## src/rtl/ipa_pkg.sv

```systemverilog
package ipa_pkg;
  localparam logic [2:0] RQ_EX     = 3'd0;
  localparam logic [2:0] RQ_EXPAIR = 3'd1;
  localparam logic [2:0] RQ_LD     = 3'd2;
  localparam logic [2:0] RQ_ST     = 3'd3;
  localparam logic [2:0] RQ_LDST   = 3'd4;
  localparam logic [2:0] RQ_STPAIR = 3'd5;

  // lowest set bit among the first n bits, -1 if none
  function automatic int first_free(logic [7:0] m, int n);
    int r;
    r = -1;
    for (int j = n - 1; j >= 0; j--)
      if (m[j]) r = j;
    return r;
  endfunction

  // low index of the first aligned pair with both bits set, -1 if none
  function automatic int pair_pick(logic [7:0] m, int n);
    int r;
    r = -1;
    for (int p = n / 2 - 1; p >= 0; p--)
      if (m[2*p] && m[2*p+1]) r = 2 * p;
    return r;
  endfunction

  // true when all of the first n bits are set
  function automatic logic all_free(logic [7:0] m, int n);
    logic r;
    r = 1'b1;
    for (int j = 0; j < n; j++)
      if (!m[j]) r = 1'b0;
    return r;
  endfunction
endpackage

```

## src/rtl/ipa_window.sv

```systemverilog
module ipa_window #(
  parameter int NOPS = 8,
  parameter int CW   = 3
) (
  input  logic                     clk,
  input  logic                     rst_n,
  input  logic                     load,
  input  logic [NOPS-1:0]          grp_vld,
  input  logic [NOPS-1:0][CW-1:0]  grp_code,
  input  logic [NOPS-1:0]          gnt,
  output logic [NOPS-1:0]          slot_v,
  output logic [NOPS-1:0][CW-1:0]  slot_code
);
  always_ff @(posedge clk) begin
    if (!rst_n) begin
      slot_v    <= '0;
      slot_code <= '0;
    end else if (load) begin
      slot_v    <= grp_vld;
      slot_code <= grp_code;
    end else begin
      slot_v    <= slot_v & ~gnt;
    end
  end
endmodule

```

## src/rtl/ipa_arbiter.sv

```systemverilog
module ipa_arbiter
  import ipa_pkg::*;
#(
  parameter int NOPS = 8,
  parameter int CW   = 3,
  parameter int NEX  = 4,
  parameter int NLD  = 2,
  parameter int NST  = 2,
  parameter int IW   = 2
) (
  input  logic [NOPS-1:0]          slot_v,
  input  logic [NOPS-1:0][CW-1:0]  slot_code,
  output logic [NOPS-1:0]          gnt,
  output logic [NOPS-1:0][IW-1:0]  gnt_pa,
  output logic [NOPS-1:0][IW-1:0]  gnt_pb
);
  logic [NEX-1:0] ex_f;
  logic [NLD-1:0] ld_f;
  logic [NST-1:0] st_f;
  int k, k2;

  always_comb begin
    ex_f   = '1;
    ld_f   = '1;
    st_f   = '1;
    gnt    = '0;
    gnt_pa = '0;
    gnt_pb = '0;
    k      = -1;
    k2     = -1;
    for (int i = 0; i < NOPS; i++) begin
      if (slot_v[i]) begin
        case (3'(slot_code[i]))
          RQ_EXPAIR: begin
            k = pair_pick(8'(ex_f), NEX);
            if (k >= 0) begin
              gnt[i] = 1'b1;
              gnt_pa[i] = IW'(k);
              gnt_pb[i] = IW'(k + 1);
              ex_f[k] = 1'b0;
              ex_f[k+1] = 1'b0;
            end
          end
          RQ_LD: begin
            k = first_free(8'(ld_f), NLD);
            if (k >= 0) begin
              gnt[i] = 1'b1;
              gnt_pa[i] = IW'(k);
              ld_f[k] = 1'b0;
            end
          end
          RQ_ST: begin
            k = first_free(8'(st_f), NST);
            if (k >= 0) begin
              gnt[i] = 1'b1;
              gnt_pa[i] = IW'(k);
              st_f[k] = 1'b0;
            end
          end
          RQ_LDST: begin
            k  = first_free(8'(ld_f), NLD);
            k2 = first_free(8'(st_f), NST);
            if (k >= 0 && k2 >= 0) begin
              gnt[i] = 1'b1;
              gnt_pa[i] = IW'(k);
              gnt_pb[i] = IW'(k2);
              ld_f[k] = 1'b0;
              st_f[k2] = 1'b0;
            end
          end
          RQ_STPAIR: begin
            if (all_free(8'(st_f), NST)) begin
              gnt[i] = 1'b1;
              gnt_pa[i] = '0;
              gnt_pb[i] = IW'(NST - 1);
              st_f = '0;
            end
          end
          default: begin
            k = first_free(8'(ex_f), NEX);
            if (k >= 0) begin
              gnt[i] = 1'b1;
              gnt_pa[i] = IW'(k);
              ex_f[k] = 1'b0;
            end
          end
        endcase
      end
    end
  end
endmodule

```

## src/rtl/ipa_top.sv

```systemverilog
module ipa_top #(
  parameter int NOPS = 8,
  parameter int CW   = 3,
  parameter int NEX  = 4,
  parameter int NLD  = 2,
  parameter int NST  = 2,
  localparam int NMAX = (NEX > NLD) ? ((NEX > NST) ? NEX : NST) : ((NLD > NST) ? NLD : NST),
  localparam int IW   = (NMAX > 1) ? $clog2(NMAX) : 1
) (
  input  logic                     clk,
  input  logic                     rst_n,
  input  logic [NOPS-1:0]          grp_vld,
  input  logic [NOPS-1:0][CW-1:0]  grp_code,
  output logic                     grp_ready,
  output logic [NOPS-1:0]          gnt,
  output logic [NOPS-1:0][IW-1:0]  gnt_pa,
  output logic [NOPS-1:0][IW-1:0]  gnt_pb
);
  logic [NOPS-1:0]         slot_v;
  logic [NOPS-1:0][CW-1:0] slot_code;
  logic                    held_left;
  logic                    load;

  assign held_left = |(slot_v & ~gnt);
  assign grp_ready = ~held_left;
  assign load      = grp_ready & (|grp_vld);

  ipa_window #(.NOPS(NOPS), .CW(CW)) u_win (
    .clk(clk), .rst_n(rst_n), .load(load), .grp_vld(grp_vld),
    .grp_code(grp_code), .gnt(gnt), .slot_v(slot_v), .slot_code(slot_code)
  );

  ipa_arbiter #(.NOPS(NOPS), .CW(CW), .NEX(NEX), .NLD(NLD), .NST(NST), .IW(IW)) u_arb (
    .slot_v(slot_v), .slot_code(slot_code), .gnt(gnt),
    .gnt_pa(gnt_pa), .gnt_pb(gnt_pb)
  );
endmodule

```

## config.mk

```make
export PLATFORM = sky130hd
export DESIGN_NAME = ipa_top
export DESIGN_NICKNAME = d
export VERILOG_FILES = /design/src/rtl/ipa_pkg.sv /design/src/rtl/ipa_window.sv /design/src/rtl/ipa_arbiter.sv /design/src/rtl/ipa_top.sv
export SDC_FILE = /design/constraint.sdc
export NUM_CORES = 1
export LEC_CHECK = 0
export BUFFER_PORTS_ARGS = -buffer_cell sky130_fd_sc_hd__buf_2
export CORE_UTILIZATION = 34
export CTS_CLUSTER_SIZE = 25
export DETAILED_ROUTE_END_ITERATION = 7
export PLACE_DENSITY = 0.57
export SYNTH_ARGS = -nofsm -noshare
export SYNTH_HDL_FRONTEND = slang
export SYNTH_HIERARCHICAL = 1
export SYNTH_SLANG_ARGS = --single-unit
```

## constraint.sdc

```tcl
create_clock -name clk -period 6.24 [get_ports clk]
set_clock_uncertainty 0.15 [all_clocks]
set_input_delay 1.56 -clock clk [delete_from_list [all_inputs] [get_ports clk]]
set_output_delay 1.56 -clock clk [all_outputs]
set_load 0.01 [all_outputs]
```

==> results of run 1 <==
layout by cell type (no fill, tap or decap), drive strengths merged, types with 4 or more instances in the layout:
cell type  count
nor4bb         9
nand3         13
o21ai         40
ha             7
a31oi         10
a221oi         7
a31o          15
nand2         64
a211oi         4
xnor2          5
a311oi         4
o211ai         4
o21a           4
nor2          50
nor3          15
a211o          5
or3            4
mux2i         27
nand2b        12
nor2b         33
and3          10
a21oi         36
o31ai          5
inv           33
nand3b         4
buf          116
a21o          14
dfxtp         32
o22ai          6
or4            4
and2          12
clkbuf         6
nand4          5
and3b          4
path summary, 6_finish.rpt:
kind / startpoint / endpoint / depth (start not counted)
worst min-delay path: u_win/slot_code[10] / u_win/slot_code[10] / 2
worst min register to register: u_win/slot_code[10] / u_win/slot_code[10] / 2
worst max-delay path: u_win/slot_code[2] / grp_ready / 19
worst max register to register: u_win/slot_code[2] / u_win/slot_v[1] / 21
repair_timing:
item                                    in CTS  in global routing
setup buffers                                0                 19
endpoints found under the setup margin       1                  1
hold buffers                                 0                  0
resized for setup                            8                 51
pin swaps                                    0                 19
per-layer routing:
metal | up-vias | routed length (µm)
li1 | 2368 | -
met1 | 2367 | 6820
met2 | 205 | 6340
met3 | 14 | 871
met4 | 0 | 162
met5 | - | 0
sequential cells by signal, summed over array words and instances, names as in the netlist:
name	cells
u_win/slot_code	24
u_win/slot_v	8
power breakdown:
group	internal, mW	total [mW]	switching, mW
registers	0.264	0.371	0.107
clock network	0.188	0.280	0.0919
logic	0.534	1.29	0.752
total	0.985	1.94	0.951
area by class of cell:
type                    count  area [µm²]
clock buffers               6         129
clock inverters             2        35.0
fillers                  1211        6700
inverters                  33         124
multi-input cells         494        3420
flip-flops and latches     32         661
well taps                 147         184
repair buffers            116         709
worst min-delay path, cell delays in order (launching register included):
cell and delay [ps]:
dfxtp_1 330, mux2i_1 120, nor2b_1 60
cell families after synthesis:
kind of cell / after synthesis / synth area share
other: 1 / 0.000902
multiplexers: 28 / 0.0677
buffers and inverters: 66 / 0.0743
XOR/XNOR: 7 / 0.0147
AND/OR/NAND/NOR: 258 / 0.337
adder cells (fa/ha/maj): 7 / 0.0211
flip-flops: 32 / 0.154
AO/OA/AOI/OAI: 191 / 0.330
per-stage QoR:
| step | setup TNS, ps | setup slack (ps) | cell area (µm²) | hold WS, ps | total power, mW |
|---|---|---|---|---|---|
| 6_report | 0 | 86.5 | 5260 | 405 | 1.94 |
| 3_3_place_gp | 0 | 233 | 4720 | 396 | 1.50 |
| 2_1_floorplan | 0 | 271 | 4170 | 327 | 1.22 |
| 5_1_grt | -168 | -168 | 5260 | 442 | 2.08 |
| 4_1_cts | 0 | 0.163 | 4910 | 409 | 1.80 |
| 3_5_place_dp | 0 | 218 | 4720 | 399 | 1.51 |
==> flow_summary.yaml, run 1 <==
cells_and_area:
  final_core_util: 0.440
  finalNetCount: 723
  drive_gt1_frac: 0.275
  diodes: 0
  syn2layout_area_growth_pct: 26.5
  fin_cells: 830
setup_path:
  path_buf_inv: 4
  crit_type: "flip-flop to output port"
  critPathRequiredTime_ps: 4530
  endpoint_kind: "output port"
  cp-start-kind: "flip-flop"
  cp_max_fo: 10
  cp_cell_sequence: "nand4b_1, buf_4, a211oi_4, buf_4, o32ai_4, buf_12, a31o_4, o21bai_2, a31o_2, a21o_1, and2_2, a211o_1, a32oi_2, nand2_1, a41oi_2, nand2b_4, o2111ai_4, nor3_2, buf_2"
  cp_top_family: "compound AO/OA/AOI/OAI gates"
  reg2reg_slack_ps: 1110
  worstPathArrival_ps: 4440
  slowest_stage: "dfxtp_4"
  crit_path_frequent_cell: "buf_4"
  max_stage_delay_ps: 380
timing:
  relSlewSlack: 0.444
  slew_violations: 0
  fmax_ghz: 0.163
  layout_min_cycle_time_ps: 6150
  hold_viol: 0
  period_share: 0.986
  setup_viol: 0
  tightest_slew_ps: 834
floorplanning:
  pin_count: 75
  fp-row-count: 40
  core_area_mm2: 0.0120
  die_w_um: 113
  die_y_um: 113
  dieArea_mm2: 0.0127
  initial_utilization: 0.348
power_and_ir_drop:
  pwr_density_cell_mw_per_mm2: 368
  irDropWorstVdd_uv: 427
  total_leakage_power_nw: 2.23
detailed_routing:
  drt_iter0_markers: 382
  dr.pass1.iters: 5
  ant_nets: 0
  routed_wl_mm: 14.2
  viasPerCell: 5.97
  via_count: 4954
  drc: 0
  wl_per_cell_um: 17.1
global_routing:
  gr-max-usage-layer: "met2"
  grt_overflow: 0
  antenna_found_initial: 0
  grt_max_degree: 41
  met1_usage: 0.309
  grtUsageMet2: 0.337
  grt_use_met3: 0.0232
  grt_pass1_vias: 4410
  grt_first_pass_wirelength_mm: 22.1
  grt_usage: 0.214
logic_synthesis:
  synthTopCellsByCount: "nand2_1 (64), nor2_1 (50), a21oi_1 (36), o21ai_0 (36), nor2b_1 (33)"
  synth_top_area_frac: 0.154
  synthesis.area_mm2: 0.00416
  synthFlopType: "dfxtp_1"
  async_flop_share: 0
  synth-edff-count: 0
  ys_seq_area_frac: 0.154
  synthCells: 590
  synth.avg_cell_area_um2: 7.05
  yosysTopAreaCell: "dfxtp_1"
  yosys_warnings: 6
  synthDistinctLibCells: 80
  ys_ff_latch: 32
  synthTopCellsByArea: "dfxtp_1 (15%), mux2i_1 (6.5%), nand2_1 (5.8%), nor2b_1 (5.0%), nor2_1 (4.5%)"
  yosysMostFrequentCell: "nand2_1"
placement:
  gp_congestion: 0.926
  post-place-cells: 803
  hpwl_mm: 10.7
  portBuffers: 71
clock_tree:
  insertion_delay_ps: 290
  clk_pin_slew_ps: 60
  cts_sinks: 32
  clockRootBuffer: "clkbuf_16"
  cts_buffers: 5
  cts_tree: "yes"
  ctsLongestPathBuffers: 2
  ctsHtreeMaxLevel: 2
flow_run:
  max_cap_violations: 0
min_path:
  hold_path.class: "flip-flop to flip-flop"
run_status:
  status: "finished, final reports clean"
(Power assumes the default switching activity.)
==> run 2, diff against run 1 <==
PLACE_DENSITY = not set   (was 0.57)
==> run 2 against run 1 <==
  * Via count shrank 0.10%
  * Sequential share of layout area shrank 0.12 points
  * Combinational power about the same
  * Cell count grew 0.60%
  * Hold slack better by 12 ps
  * First-iteration DRC count down 0.52%
  * Critical path depth fell by 1
  * Largest cell class unchanged
  * Largest power group unchanged
==> flow_summary.yaml, run 2 (synthesis gave the netlist of run 1 again) <==
run_status:
  status: "finished, final reports clean"
placement:
  hpwl_mm: 10.5
  portBuffers: 71
  post-place-cells: 799
  gp_congestion: 0.966
setup_path:
  cp_max_fo: 12
  cp_cell_sequence: "nand4b_1, buf_4, nand2_1, or4_1, o211ai_1, a211o_1, a32o_1, o221ai_2, a41o_1, buf_4, or2_2, a31oi_4, nand2_2, a41oi_2, nand2b_4, o2111ai_4, nor3_2, buf_2"
  critPathRequiredTime_ps: 4530
  endpoint_kind: "output port"
  crit_path_frequent_cell: "buf_4"
  slowest_stage: "or4_1"
  cp-start-kind: "flip-flop"
  cp_top_family: "compound AO/OA/AOI/OAI gates"
  max_stage_delay_ps: 530
  path_buf_inv: 3
  worstPathArrival_ps: 4390
  crit_type: "flip-flop to output port"
detailed_routing:
  routed_wl_mm: 14.3
  wl_per_cell_um: 17.1
  viasPerCell: 5.93
  via_count: 4949
  ant_nets: 0
  drc: 0
  dr.pass1.iters: 5
  drt_iter0_markers: 380
global_routing:
  grt_usage: 0.210
  grt_overflow: 0
  grt_first_pass_wirelength_mm: 21.7
  grt_max_degree: 41
  grt_pass1_vias: 4394
  antenna_found_initial: 0
cells_and_area:
  regMostFlops: "u_win/slot_code"
  largest_reg_flops: 24
  reg_top3: "u_win/slot_code (24), u_win/slot_v (8)"
  layout_common_cells: "buf_2 (71), nand2_1 (62), nor2_1 (49)"
  drive_gt1_frac: 0.285
  fin_cells: 835
  diodes: 0
  finalNetCount: 729
  syn2layout_area_growth_pct: 27.2
  final_common_cell: "buf_2"
clock_tree:
  holdBufCountCts: 0
  ctsLongestPathBuffers: 2
  clk_pin_slew_ps: 50
  insertion_delay_ps: 280
  cts_buffers: 5
  ctsHtreeMaxLevel: 2
  cts_sinks: 32
  cts_tree: "yes"
  clockRootBuffer: "clkbuf_16"
timing:
  hold_viol: 0
  period_share: 0.978
  holdWs_ps: 417
  tightest_slew_ps: 871
  relSlewSlack: 0.419
  fmax_ghz: 0.164
  layout_min_cycle_time_ps: 6100
  setup_viol: 0
  slew_violations: 0
floorplanning:
  initial_utilization: 0.348
  die_w_um: 113
  dieArea_mm2: 0.0127
  fp-row-count: 40
  die_y_um: 113
  pin_count: 75
  core_area_mm2: 0.0120
power_and_ir_drop:
  total_leakage_power_nw: 2.25
  total_power_mw: 1.88
  pwr_density_cell_mw_per_mm2: 355
  irDropWorstVdd_uv: 238
min_path:
  hold_path.class: "flip-flop to flip-flop"
flow_run:
  max_cap_violations: 0
run 2: cell types whose count changed in the layout (fill, tap and decap cells not counted), moves of 2 or more:
cell and delta:
a21oi_1 -3, a21oi_2 +4, a31oi_1 -3, a31oi_2 +3, buf_4 +5, dfxtp_1 +2
dfxtp_2 -2, o21ai_1 +2, o21ai_2 -2
run 2: worst reg2reg max path, delay by kind of cell, from the launching register on:
kind                   cells  cell delay, ps
flip-flops                 1             370
AND/OR/NAND/NOR            8            1830
buffers and inverters      3             650
AO/OA/AOI/OAI              9            1900
run 2: area by class of cell:
| type | count | area (µm²) |
|---|---|---|
| Fill cell | 1188 | 6670 |
| Multi-Input combinational cell | 494 | 3450 |
| Timing Repair Buffer | 122 | 744 |
| Sequential cell | 32 | 658 |
| Tap cell | 147 | 184 |
| Clock buffer | 6 | 129 |
| Inverter | 33 | 124 |
| Clock inverter | 1 | 5.00 |
run 2: what timing repair did:
action	CTS	global route
buffers inserted	1	29
endpoints found under the hold margin	0	0
gates resized for setup	5	57
setup endpoints to repair	1	3
pin swaps	1	28
run 2: layer usage:
metal  part of all wire  track usage  vias up
li1                   -            -     2381
met1               0.46        0.287     2348
met2               0.46        0.335      203
met3              0.067       0.0335       17
met4              0.014       0.0640        0
met5                  0            0        -
run 2: final timing paths:
| path | from | end | slack, ps | cells past startpoint |
|---|---|---|---|---|
| max | u_win/slot_v[0] | grp_ready | 140 | 18 |
| min | u_win/slot_code[10] | u_win/slot_code[10] | 420 | 2 |
| max reg2reg | u_win/slot_v[0] | u_win/slot_v[3] | 1240 | 20 |
| min reg2reg | u_win/slot_code[10] | u_win/slot_code[10] | 420 | 2 |
run 2: through the flow:
step	util	TNS, ps	setup slack, ps	area (µm²)
2_1_floorplan	-	0	271	4170
3_3_place_gp	0.392	0	241	4690
3_5_place_dp	0.392	0	199	4690
4_1_cts	0.404	0	0.864	4840
5_1_grt	0.442	-46.7	-46.7	5290
6_report	0.442	0	140	5290
run 2: where the power goes:
group / internal, mW / switching, mW / leakage [nW]
Clock: 0.145 / 0.0898 / 0.0667
Sequential: 0.263 / 0.108 / 0.267
Combinational: 0.522 / 0.750 / 1.92
==> run 3, diff against run 2 <==
CTS_CLUSTER_DIAMETER = 30   (was not set)
HOLD_SLACK_MARGIN = 0.05   (was not set)
PLACE_DENSITY = 0.54   (was not set)
==> run 3 against run 2 <==
  * Clock-buffer cell count grew 1
  * Register-to-register slack worse by 120 ps
  * Via count down 0.59%
  * Critical path depth is the same
  * Total power rose by 4.3%
  * Non-clock buffer count fell by 7
  * Utilization is 0.073 points higher
  * Wire length up 1.9%
  * Clock power up 29%
  * Critical endpoint unchanged
  * Largest power group unchanged
==> flow_summary.yaml, run 3 (synthesis gave the netlist of run 1 again) <==
placement:
  portBuffers: 71
  dpl_cell_area_mm2: 0.00473
  gp_congestion: 0.921
  hpwl_mm: 11.1
floorplanning:
  die_w_um: 113
  core_area_mm2: 0.0120
  pin_count: 75
  die_y_um: 113
  initial_utilization: 0.348
  fp-row-count: 40
  dieArea_mm2: 0.0127
setup_path:
  worstReg2RegEnd: "u_win/slot_v[5]"
  cp-start-kind: "flip-flop"
  reg2reg_slack_ps: 1120
  crit_type: "flip-flop to output port"
  endpoint_kind: "output port"
  reg2reg_from: "u_win/slot_code[2]"
  crit_start: "u_win/slot_code[2]"
  worstPathArrival_ps: 4420
  worst-r2r-cell-count: 20
  cp_max_fo: 7
  critPathRequiredTime_ps: 4530
global_routing:
  antenna_found_initial: 0
  grt_overflow: 0
  gr-max-usage-layer: "met2"
  grt_usage: 0.220
  grt_pass1_vias: 4442
  met1_usage: 0.316
  grt_first_pass_wirelength_mm: 22.8
  grt_use_met3: 0.0275
  grtUsageMet2: 0.349
  grt_max_degree: 41
clock_tree:
  cts_buffers: 5
  cts_sinks: 32
  holdBufCountCts: 0
  clockRootBuffer: "clkbuf_16"
  ctsLongestPathBuffers: 2
  insertion_delay_ps: 280
  clk_pin_slew_ps: 60
  cts_tree: "yes"
  ctsHtreeMaxLevel: 2
cells_and_area:
  fin_area_mm2: 0.00530
  regMostFlops: "u_win/slot_code"
  layout_common_cells: "buf_2 (71), nand2_1 (63), nor2_1 (48)"
  final_core_util: 0.443
  syn2layout_area_growth_pct: 27.4
  reg_top3: "u_win/slot_code (24), u_win/slot_v (8)"
  largest_reg_flops: 24
  diodes: 0
  drive_gt1_frac: 0.284
  finalNetCount: 722
  final_common_cell: "buf_2"
detailed_routing:
  drt_iter0_markers: 283
  viasPerCell: 5.93
  via_count: 4920
  dr.pass1.iters: 5
  wl_per_cell_um: 17.6
  drc: 0
  routed_wl_mm: 14.6
  ant_nets: 0
run_status:
  status: "finished, final reports clean"
timing:
  fmax_ghz: 0.163
  slew_violations: 0
  relSlewSlack: 0.510
  layout_min_cycle_time_ps: 6130
  hold_viol: 0
  tightest_slew_ps: 735
  holdWs_ps: 428
  setup_viol: 0
  period_share: 0.983
power_and_ir_drop:
  total_power_mw: 1.96
  total_leakage_power_nw: 2.24
  pwr_density_cell_mw_per_mm2: 370
  irDropWorstVdd_uv: 369
min_path:
  hold_path.class: "flip-flop to flip-flop"
  hold_path.startpoint: "u_win/slot_code[16]"
  hold_path_depth: 2
  hold_end: "u_win/slot_code[16]"
flow_run:
  max_cap_violations: 0
## run 3: changes by cell type in the layout (fill, tap and decap cells not counted), moves of 2 or more
| cell | delta |
|---|---|
| o21ai_0 | +2 |
| and2_2 | +2 |
| buf_12 | +2 |
| buf_4 | -8 |
| clkbuf_8 | +2 |
## run 3: through the flow
step,instances,TNS [ps],worst slack [ps]
global route,829,-55.0,-55.0
floorplan,592,0,271
finish,829,0,107
detailed placement,804,0,172
CTS,812,0,24.1
global placement,804,0,140
## run 3: final cells by class
cell class	count	area [µm²]
clock inverter	1	30.0
sequential	32	656
multi-input combinational	494	3430
fill	1253	6660
tap	147	184
inverter	33	124
timing repair buffer	115	718
clock buffer	7	153
## run 3: worst max path at each step
stage	cells past startpoint	slack, ps	endpoint
finish	18	110	grp_ready
global route	18	-50	grp_ready
CTS	17	20	grp_ready
detailed placement	17	170	grp_ready
global placement	16	140	grp_ready
floorplan	18	270	grp_ready
## run 3: repair_timing
item                                    in CTS  in global routing
gates resized for setup                     12                 49
buffers inserted                             0                 17
endpoints found under the setup margin       1                  1
pin swaps                                    0                 21
## run 3: power by group
group | total [mW] | switching [mW] | internal (mW)
sequential | 0.368 | 0.105 | 0.263
combinational | 1.29 | 0.753 | 0.536
clock | 0.302 | 0.0923 | 0.210
total | 1.96 | 0.950 | 1.01
## run 3: critical path, cell delays in order (launching register included)
cell and delay, ps:
dfxtp_4 360, nand4b_1 210, buf_4 190, a211oi_4 350
o31a_1 250, nor2_4 80, a211o_1 350, a32o_2 280
o221ai_2 180, a41o_1 280, a21oi_2 110, a211o_1 300
a32oi_2 200, nand2_1 90, a41oi_2 240, nand2b_4 160
o2111ai_2 140, nor3_2 200, buf_2 150
## run 3: metal layers
| layer | vias up | routed length, µm |
|---|---|---|
| li1 | 2372 | - |
| met1 | 2308 | 6920 |
| met2 | 218 | 6410 |
| met3 | 22 | 991 |
| met4 | 0 | 221 |
| met5 | - | 0 |
